**src/rtl/eep_pkg.sv**
```systemverilog
`timescale 1ns/1ps
package eep_pkg;
  typedef enum logic [2:0] {
    ST_IDLE,
    ST_CTRL,
    ST_ADDR,
    ST_WDATA,
    ST_RDATA
  } eep_state_e;

  localparam logic [3:0] DEV_CODE = 4'b1010;
endpackage

```
**src/rtl/eep_bus_sync.sv**
```systemverilog
`timescale 1ns/1ps
module eep_bus_sync #(
  parameter int STAGES = 2
) (
  input  logic clk_i,
  input  logic rst_ni,
  input  logic scl_i,
  input  logic sda_i,
  output logic scl_o,
  output logic sda_o,
  output logic scl_rise_o,
  output logic scl_fall_o,
  output logic start_o,
  output logic stop_o
);
  // {scl, sda}; idle bus is high
  logic [1:0] pipe_q [STAGES];
  logic [1:0] prev_q;
  logic [1:0] cur;

  always_ff @(posedge clk_i or negedge rst_ni) begin
    if (!rst_ni) begin
      for (int s = 0; s < STAGES; s++) pipe_q[s] <= 2'b11;
      prev_q <= 2'b11;
    end else begin
      pipe_q[0] <= {scl_i, sda_i};
      for (int s = 1; s < STAGES; s++) pipe_q[s] <= pipe_q[s-1];
      prev_q <= pipe_q[STAGES-1];
    end
  end

  assign cur        = pipe_q[STAGES-1];
  assign scl_o      = cur[1];
  assign sda_o      = cur[0];
  assign scl_rise_o = cur[1] & ~prev_q[1];
  assign scl_fall_o = ~cur[1] & prev_q[1];
  assign start_o    = cur[1] & prev_q[1] & prev_q[0] & ~cur[0];
  assign stop_o     = cur[1] & prev_q[1] & ~prev_q[0] & cur[0];
endmodule

```
**src/rtl/eep_addr_ptr.sv**
```systemverilog
`timescale 1ns/1ps
module eep_addr_ptr #(
  parameter  int BLOCK_BITS = 2,
  parameter  int PAGE_BITS  = 4,
  localparam int AW         = 8 + BLOCK_BITS
) (
  input  logic                  clk_i,
  input  logic                  rst_ni,
  input  logic                  blk_we_i,
  input  logic [BLOCK_BITS-1:0] blk_i,
  input  logic                  word_we_i,
  input  logic [7:0]            word_i,
  input  logic                  page_inc_i,
  input  logic                  lin_inc_i,
  output logic [AW-1:0]         ptr_o
);
  logic [AW-1:0] ptr_q;

  always_ff @(posedge clk_i or negedge rst_ni) begin
    if (!rst_ni) begin
      ptr_q <= '0;
    end else if (blk_we_i) begin
      ptr_q[AW-1:8] <= blk_i;
    end else if (word_we_i) begin
      ptr_q[7:0] <= word_i;
    end else if (page_inc_i) begin
      ptr_q[PAGE_BITS-1:0] <= ptr_q[PAGE_BITS-1:0] + PAGE_BITS'(1);
    end else if (lin_inc_i) begin
      ptr_q <= ptr_q + AW'(1);  // wraps at end of array
    end
  end

  assign ptr_o = ptr_q;
endmodule

```
**src/rtl/i2c_eeprom_slave.sv**
```systemverilog
`timescale 1ns/1ps
module i2c_eeprom_slave
  import eep_pkg::*;
#(
  parameter  int BLOCK_BITS = 2,
  parameter  int PAGE_BITS  = 4,
  localparam int AW         = 8 + BLOCK_BITS
) (
  input  logic          clk_i,
  input  logic          rst_ni,
  input  logic          scl_i,
  input  logic          sda_i,
  output logic          sda_oe_o,
  input  logic          busy_i,
  output logic [AW-1:0] mem_raddr_o,
  input  logic [7:0]    mem_rdata_i,
  output logic          pbuf_we_o,
  output logic [AW-1:0] pbuf_addr_o,
  output logic [7:0]    pbuf_data_o,
  output logic          commit_o,
  output logic          abort_o
);
  logic scl_s, sda_s, scl_rise, scl_fall, start_ev, stop_ev;

  eep_bus_sync #(.STAGES(2)) u_sync (
    .clk_i      (clk_i),
    .rst_ni     (rst_ni),
    .scl_i      (scl_i),
    .sda_i      (sda_i),
    .scl_o      (scl_s),
    .sda_o      (sda_s),
    .scl_rise_o (scl_rise),
    .scl_fall_o (scl_fall),
    .start_o    (start_ev),
    .stop_o     (stop_ev)
  );

  eep_state_e    state_q;
  logic [3:0]    bit_cnt_q;
  logic [7:0]    rx_q;
  logic [6:0]    tx_q;
  logic          oe_q, wr_pend_q;
  logic          pbuf_we_q, commit_q, abort_q;
  logic [AW-1:0] pbuf_addr_q;
  logic [7:0]    pbuf_data_q;
  logic [AW-1:0] ptr;

  logic byte_done, ack_end, rx_state, accept;
  logic blk_we, word_we, page_inc, lin_inc;

  always_comb begin
    byte_done = scl_fall && (bit_cnt_q == 4'd8);
    ack_end   = scl_fall && (bit_cnt_q == 4'd9);
    rx_state  = (state_q == ST_CTRL) || (state_q == ST_ADDR) || (state_q == ST_WDATA);
    accept    = byte_done && rx_state && !busy_i && !start_ev && !stop_ev &&
                ((state_q != ST_CTRL) || (rx_q[7:4] == DEV_CODE));
    blk_we    = accept && (state_q == ST_CTRL);
    word_we   = accept && (state_q == ST_ADDR);
    page_inc  = accept && (state_q == ST_WDATA);
    lin_inc   = ack_end && (state_q == ST_RDATA) && !start_ev && !stop_ev;
  end

  eep_addr_ptr #(.BLOCK_BITS(BLOCK_BITS), .PAGE_BITS(PAGE_BITS)) u_ptr (
    .clk_i      (clk_i),
    .rst_ni     (rst_ni),
    .blk_we_i   (blk_we),
    .blk_i      (rx_q[BLOCK_BITS:1]),
    .word_we_i  (word_we),
    .word_i     (rx_q),
    .page_inc_i (page_inc),
    .lin_inc_i  (lin_inc),
    .ptr_o      (ptr)
  );

  always_ff @(posedge clk_i or negedge rst_ni) begin
    if (!rst_ni) begin
      state_q     <= ST_IDLE;
      bit_cnt_q   <= '0;
      rx_q        <= '0;
      tx_q        <= '0;
      oe_q        <= 1'b0;
      wr_pend_q   <= 1'b0;
      pbuf_we_q   <= 1'b0;
      pbuf_addr_q <= '0;
      pbuf_data_q <= '0;
      commit_q    <= 1'b0;
      abort_q     <= 1'b0;
    end else begin
      pbuf_we_q <= 1'b0;
      commit_q  <= 1'b0;
      abort_q   <= 1'b0;
      if (start_ev) begin
        state_q   <= ST_CTRL;
        bit_cnt_q <= '0;
        oe_q      <= 1'b0;
        abort_q   <= wr_pend_q;
        wr_pend_q <= 1'b0;
      end else if (stop_ev) begin
        state_q   <= ST_IDLE;
        bit_cnt_q <= '0;
        oe_q      <= 1'b0;
        commit_q  <= wr_pend_q;
        wr_pend_q <= 1'b0;
      end else if (state_q != ST_IDLE) begin
        if (scl_rise) begin
          if (bit_cnt_q < 4'd8) begin
            rx_q      <= {rx_q[6:0], sda_s};
            bit_cnt_q <= bit_cnt_q + 4'd1;
          end else if (bit_cnt_q == 4'd8) begin
            bit_cnt_q <= 4'd9;
            // master NACK ends the read
            if (state_q == ST_RDATA && sda_s) state_q <= ST_IDLE;
          end
        end else if (scl_fall) begin
          if (bit_cnt_q == 4'd8) begin
            if (state_q == ST_RDATA) begin
              oe_q <= 1'b0;  // master's acknowledge slot
            end else if (accept) begin
              oe_q <= 1'b1;
              unique case (state_q)
                ST_CTRL:  state_q <= rx_q[0] ? ST_RDATA : ST_ADDR;
                ST_ADDR:  state_q <= ST_WDATA;
                default: begin
                  pbuf_we_q   <= 1'b1;
                  pbuf_addr_q <= ptr;
                  pbuf_data_q <= rx_q;
                  wr_pend_q   <= 1'b1;
                end
              endcase
            end else begin
              state_q <= ST_IDLE;
              oe_q    <= 1'b0;
            end
          end else if (bit_cnt_q == 4'd9) begin
            bit_cnt_q <= '0;
            if (state_q == ST_RDATA) begin
              tx_q <= mem_rdata_i[6:0];
              oe_q <= ~mem_rdata_i[7];
            end else begin
              oe_q <= 1'b0;
            end
          end else if (state_q == ST_RDATA && bit_cnt_q != 4'd0) begin
            tx_q <= {tx_q[5:0], 1'b0};
            oe_q <= ~tx_q[6];
          end
        end
      end
    end
  end

  assign sda_oe_o    = oe_q;
  assign mem_raddr_o = ptr;
  assign pbuf_we_o   = pbuf_we_q;
  assign pbuf_addr_o = pbuf_addr_q;
  assign pbuf_data_o = pbuf_data_q;
  assign commit_o    = commit_q;
  assign abort_o     = abort_q;
endmodule

```
**config.mk**
```make
export PLATFORM = sky130hd
export DESIGN_NAME = i2c_eeprom_slave
export DESIGN_NICKNAME = d
export VERILOG_FILES = /design/src/rtl/eep_pkg.sv /design/src/rtl/eep_bus_sync.sv /design/src/rtl/eep_addr_ptr.sv /design/src/rtl/i2c_eeprom_slave.sv
export SDC_FILE = /design/constraint.sdc
export NUM_CORES = 1
export LEC_CHECK = 0
export BUFFER_PORTS_ARGS = -buffer_cell sky130_fd_sc_hd__buf_2
export CAP_MARGIN = 20
export CORE_MARGIN = 10
export CORE_UTILIZATION = 41
export CTS_CLUSTER_DIAMETER = 50
export DETAILED_ROUTE_END_ITERATION = 16
export PLACE_DENSITY_LB_ADDON = 0.12
export SYNTH_ARGS = -nofsm -noshare
export SYNTH_HDL_FRONTEND = slang
export SYNTH_SLANG_ARGS = --single-unit
```
**constraint.sdc**
```tcl
create_clock -name clk_i -period 3.1 [get_ports clk_i]
set_clock_uncertainty 0.05 [all_clocks]
set_input_delay 0.31 -clock clk_i [delete_from_list [all_inputs] [get_ports clk_i]]
set_output_delay 0.31 -clock clk_i [all_outputs]
set_load 0.01 [all_outputs]
```
==> summary.txt <==
Outcome
  • Run status: finished clean

Worst setup path
  • Master of the slowest instance on the critical path: sky130_fd_sc_hd__dfrtp_1
  • Delay contributed by the slowest stage of the critical path: 0.40 ns
  • Required time of the critical path: 3.28 ns
  • Critical path cell sequence: inv_1 -> ha_1 -> nand3b_1 -> a2111oi_4 -> buf_4 -> mux2_1 -> o22a_1
  • Critical path class: flip-flop to flip-flop
  • Critical-path maximum fanout: 16
  • Top Family by Delay on Critical Path: compound AO/OA/AOI/OAI gates
  • CP arrival: 2.58 ns
  • Count of buffering cells on the critical path with inverters included: 2
  • Kind of capture point of the worst setup path: flip-flop
  • Element type at the critical path start: flip-flop

Route
  • Average wire length per cell after detail routing: 15.26 um
  • Router iterations before antenna repair: 4
  • Vias after detailed routing: 2154
  • Total Routed Length: 6363 um
  • Total DRC errors in the routed layout: 0
  • Starting DRC count in detailed routing: 118
  • Number of antenna-violating nets in the routed design: 0
  • Mean number of vias per cell: 5.165

Floorplan
  • Die X-Extent: 104.9 um
  • Die height: 104.9 um
  • Top-Level Pins: 45
  • Row count: 30
  • Starting utilization of the core area: 42.77%
  • Floorplan Core Area: 6907 um^2
  • Total Die Area: 11000 um^2

Clock network
  • Clock tree from TritonCTS: yes
  • Clock buffers created by TritonCTS: 9
  • Number of H-tree branching levels: 3
  • Clk_lat worst skew: 0.34 ns
  • Clock net sink count: 61
  • Root buf cell: sky130_fd_sc_hd__clkbuf_8
  • Number of buffers on the longest clock path: 2
  • Clock-pin transition on the worst setup and hold timing paths: 0.07 ns

Cells and area
  • Number of nets in the layout: 336
  • Fillers: 666
  • Commonest non-fill, non-tap cells in the layout: 55 x sky130_fd_sc_hd__dfrtp_1, 44 x sky130_fd_sc_hd__buf_2, 27 x sky130_fd_sc_hd__mux2_1
  • Synthesis-to-layout area growth: 18.76%
  • Diode insertion count for antenna repair: 0
  • Register area: 1534 um^2
  • Most common library cell in the layout ignoring fill and taps: sky130_fd_sc_hd__dfrtp_1
  • Area occupied by multi-input gates: 1310 um^2
  • Share of cells above drive strength 1: 24.30%

Yosys
  • Post-synth cell types: 54
  • Ys Warns: 0
  • Register bit count reported by yosys: 61
  • Post-synth net total: 284
  • Share of flip-flops with an asynchronous set or reset after synthesis: 100.0%
  • Library cell with the largest summed area after synthesis: sky130_fd_sc_hd__dfrtp_1
  • Top post-synthesis cells by area: sky130_fd_sc_hd__dfrtp_1 47%, sky130_fd_sc_hd__mux2_1 10%, sky130_fd_sc_hd__dfstp_2 5.3%
  • Synthesized area per cell: 11.19 um^2
  • Post-synth design cell area: 2954 um^2
  • Number of standard cells after synthesis: 264
  • Most common flop cell mapped by yosys: sky130_fd_sc_hd__dfrtp_1
  • Top cell type's share of synthesized area: 46.59%
  • Number of enable-type register cells in the synthesized netlist: 0
  • Share of the yosys chip area belonging to registers: 51.93%

Pwr
  • Clk network pwr share: 37.9%
  • Switching portion of total power: 27.79%
  • Comb power frac: 12.9%
  • Worst IR drop on VDD: 0.2641 mV
  • Power density over the cells: 571.0 nW/um^2
  • Internal power contribution: 1.446 mW
  • Power share of the sequential group: 49.2%
  • Switching power total: 0.5567 mW
  • Leakage power: 1.601 nW

Placed design
  • Detailed Place HPWL: 4632 um
  • Worst slack after detailed placement: 0.7275 ns
  • Final Wtd Congestion: 0.8701
  • Number of port buffers: 44

Global route
  • Grt ovf: 0
  • Vias in the first global route: 2229
  • GRT Util Overall: 12.19%
  • Number of antenna violations at the first check in global routing: 0
  • Pin count of the biggest net entering global routing: 35
  • Wire length of the first global-routing pass: 10920 um

Timing
  • Timing-limited maximum frequency: 417.6 MHz
  • Total Negative Setup Slacks: 0 ns
  • RSZ-0062 raised after global routing: no
  • Share of the cycle needed by the critical path after routing: 77.25%
  • Transition time at the pin with the least slew margin: 0.7334 ns
  • Min Clock Period, post-route: 2.395 ns
  • Worst Setup Slack, final: 0.7053 ns
  • Max-slew headroom: 51.11%
  • Number of max-slew violations in the final report: 0
  • Hold Violations, Final: 0
  • Finish-stage setup viols: 0

Run
  • Max-Cap Viols: 0

Min path
  • Worst hold path type: input port to flip-flop
[path summary, 6_finish.rpt]
path	startpoint	endpoint	slack [ns]	cells after the start
max	bit_cnt_q[0]	u_ptr.ptr_o[3]	0.71	7
min	mem_rdata_i[0]	tx_q[0]	0.14	3
max reg2reg	bit_cnt_q[0]	u_ptr.ptr_o[3]	0.71	7
min reg2reg	u_sync.pipe_q[2]	u_sync.cur[0]	0.31	0
max in group asynchronous	rst_ni	u_sync.prev_q[1]	1.75	3
min in group asynchronous	rst_ni	u_ptr.ptr_o[6]	0.51	2
[per-stage QoR]
step | utilization (%) | power, mW | cell area [um^2] | instances | hold WS, ns
3_3_place_gp | 47.36 | 1.253 | 3271 | 398 | 0.2956
5_1_grt | 50.80 | 2.108 | 3508 | 417 | 0.1627
6_report | 50.80 | 2.003 | 3508 | 417 | 0.1403
4_1_cts | 50.80 | 2.025 | 3508 | 417 | 0.1264
2_1_floorplan | - | 1.156 | 2954 | 264 | -0.03559
3_5_place_dp | 47.36 | 1.257 | 3271 | 398 | 0.2973
[worst reg2reg max path, delay by kind of cell (launching register included)]
family | cells | cell delay (ns)
AO/OA/AOI/OAI | 2 | 0.58
AND/OR/NAND/NOR | 1 | 0.29
buffers and inverters | 2 | 0.39
flip-flops | 1 | 0.40
multiplexers | 1 | 0.34
adder cells (fa/ha/maj) | 1 | 0.23
[state kept, by name, indices dropped and copies added (netlist names), 3 cells and up]
| signal | cells |
|---|---|
| pbuf_data_o | 8 |
| pbuf_addr_o | 10 |
| bit_cnt_q | 4 |
| rx_q | 8 |
| u_ptr.ptr_o | 10 |
| tx_q | 7 |
| state_q | 3 |
[routing by layer]
layer | part of all wire [%] | wire length (um) | up-vias | global-route usage, %
li1 | - | - | 1048 | -
met1 | 46 | 2933 | 1041 | 15.16
met2 | 45 | 2889 | 55 | 18.59
met3 | 6.7 | 425 | 10 | 4.300
met4 | 1.8 | 115 | 0 | 5.490
met5 | 0 | 0 | - | 0
[cell families after synthesis]
group | synth area share [%]
AOI/OAI and AO/OA | 11.56
muxes | 11.01
and+or+nand+nor | 16.18
buffers and inverters | 3.727
xor gates and xnor gates | 2.626
DFF | 51.93
adders and majority gates | 2.965
[area by class of cell]
cell class,count,area share [%]
inverters,11,1.177
well taps,96,3.424
repair buffers,53,8.417
multi-input cells,180,37.34
flip-flops and latches,61,43.72
clock buffers,12,3.852
clock inverters,4,2.068
[repair_timing]
item	in CTS	in global routing
setup buffers	0	0
gates resized for setup	0	0
hold endpoints to repair	30	0
hold buffers	3	0
[synthesized netlist by cell type, types with 2 or more instances]
| cell | instances |
|---|---|
| sky130_fd_sc_hd__o22ai_1 | 2 |
| sky130_fd_sc_hd__nand4_1 | 3 |
| sky130_fd_sc_hd__nor3_1 | 6 |
| sky130_fd_sc_hd__nor3b_1 | 7 |
| sky130_fd_sc_hd__nand2b_1 | 3 |
| sky130_fd_sc_hd__o32ai_1 | 2 |
| sky130_fd_sc_hd__clkbuf_1 | 7 |
| sky130_fd_sc_hd__nand3b_1 | 2 |
| sky130_fd_sc_hd__ha_1 | 7 |
| sky130_fd_sc_hd__nor2_1 | 19 |
| sky130_fd_sc_hd__a211oi_1 | 2 |
| sky130_fd_sc_hd__buf_6 | 2 |
| sky130_fd_sc_hd__xnor2_1 | 3 |
| sky130_fd_sc_hd__inv_1 | 11 |
| sky130_fd_sc_hd__mux2_1 | 27 |
| sky130_fd_sc_hd__buf_4 | 2 |
| sky130_fd_sc_hd__nand2_1 | 26 |
| sky130_fd_sc_hd__xor2_1 | 4 |
| sky130_fd_sc_hd__o21ai_1 | 10 |
| sky130_fd_sc_hd__o21ai_0 | 3 |
| sky130_fd_sc_hd__dfstp_2 | 6 |
| sky130_fd_sc_hd__nand3_1 | 5 |
| sky130_fd_sc_hd__a31oi_1 | 6 |
| sky130_fd_sc_hd__nor2b_1 | 2 |
| sky130_fd_sc_hd__a21oi_1 | 13 |
| sky130_fd_sc_hd__dfrtp_1 | 55 |
| sky130_fd_sc_hd__nand4bb_1 | 2 |
[power groups by stage]
stage / Combinational [mW] / Clock [mW] / Sequential, mW
after floorplan: 0.203 / 0 / 0.954
after global placement: 0.254 / 0 / 0.999
after detailed placement: 0.258 / 0 / 0.998
after CTS: 0.261 / 0.779 / 0.985
after global routing: 0.296 / 0.815 / 0.997
final: 0.259 / 0.760 / 0.985
No activity file was read; power rests on OpenSTA's default activity.
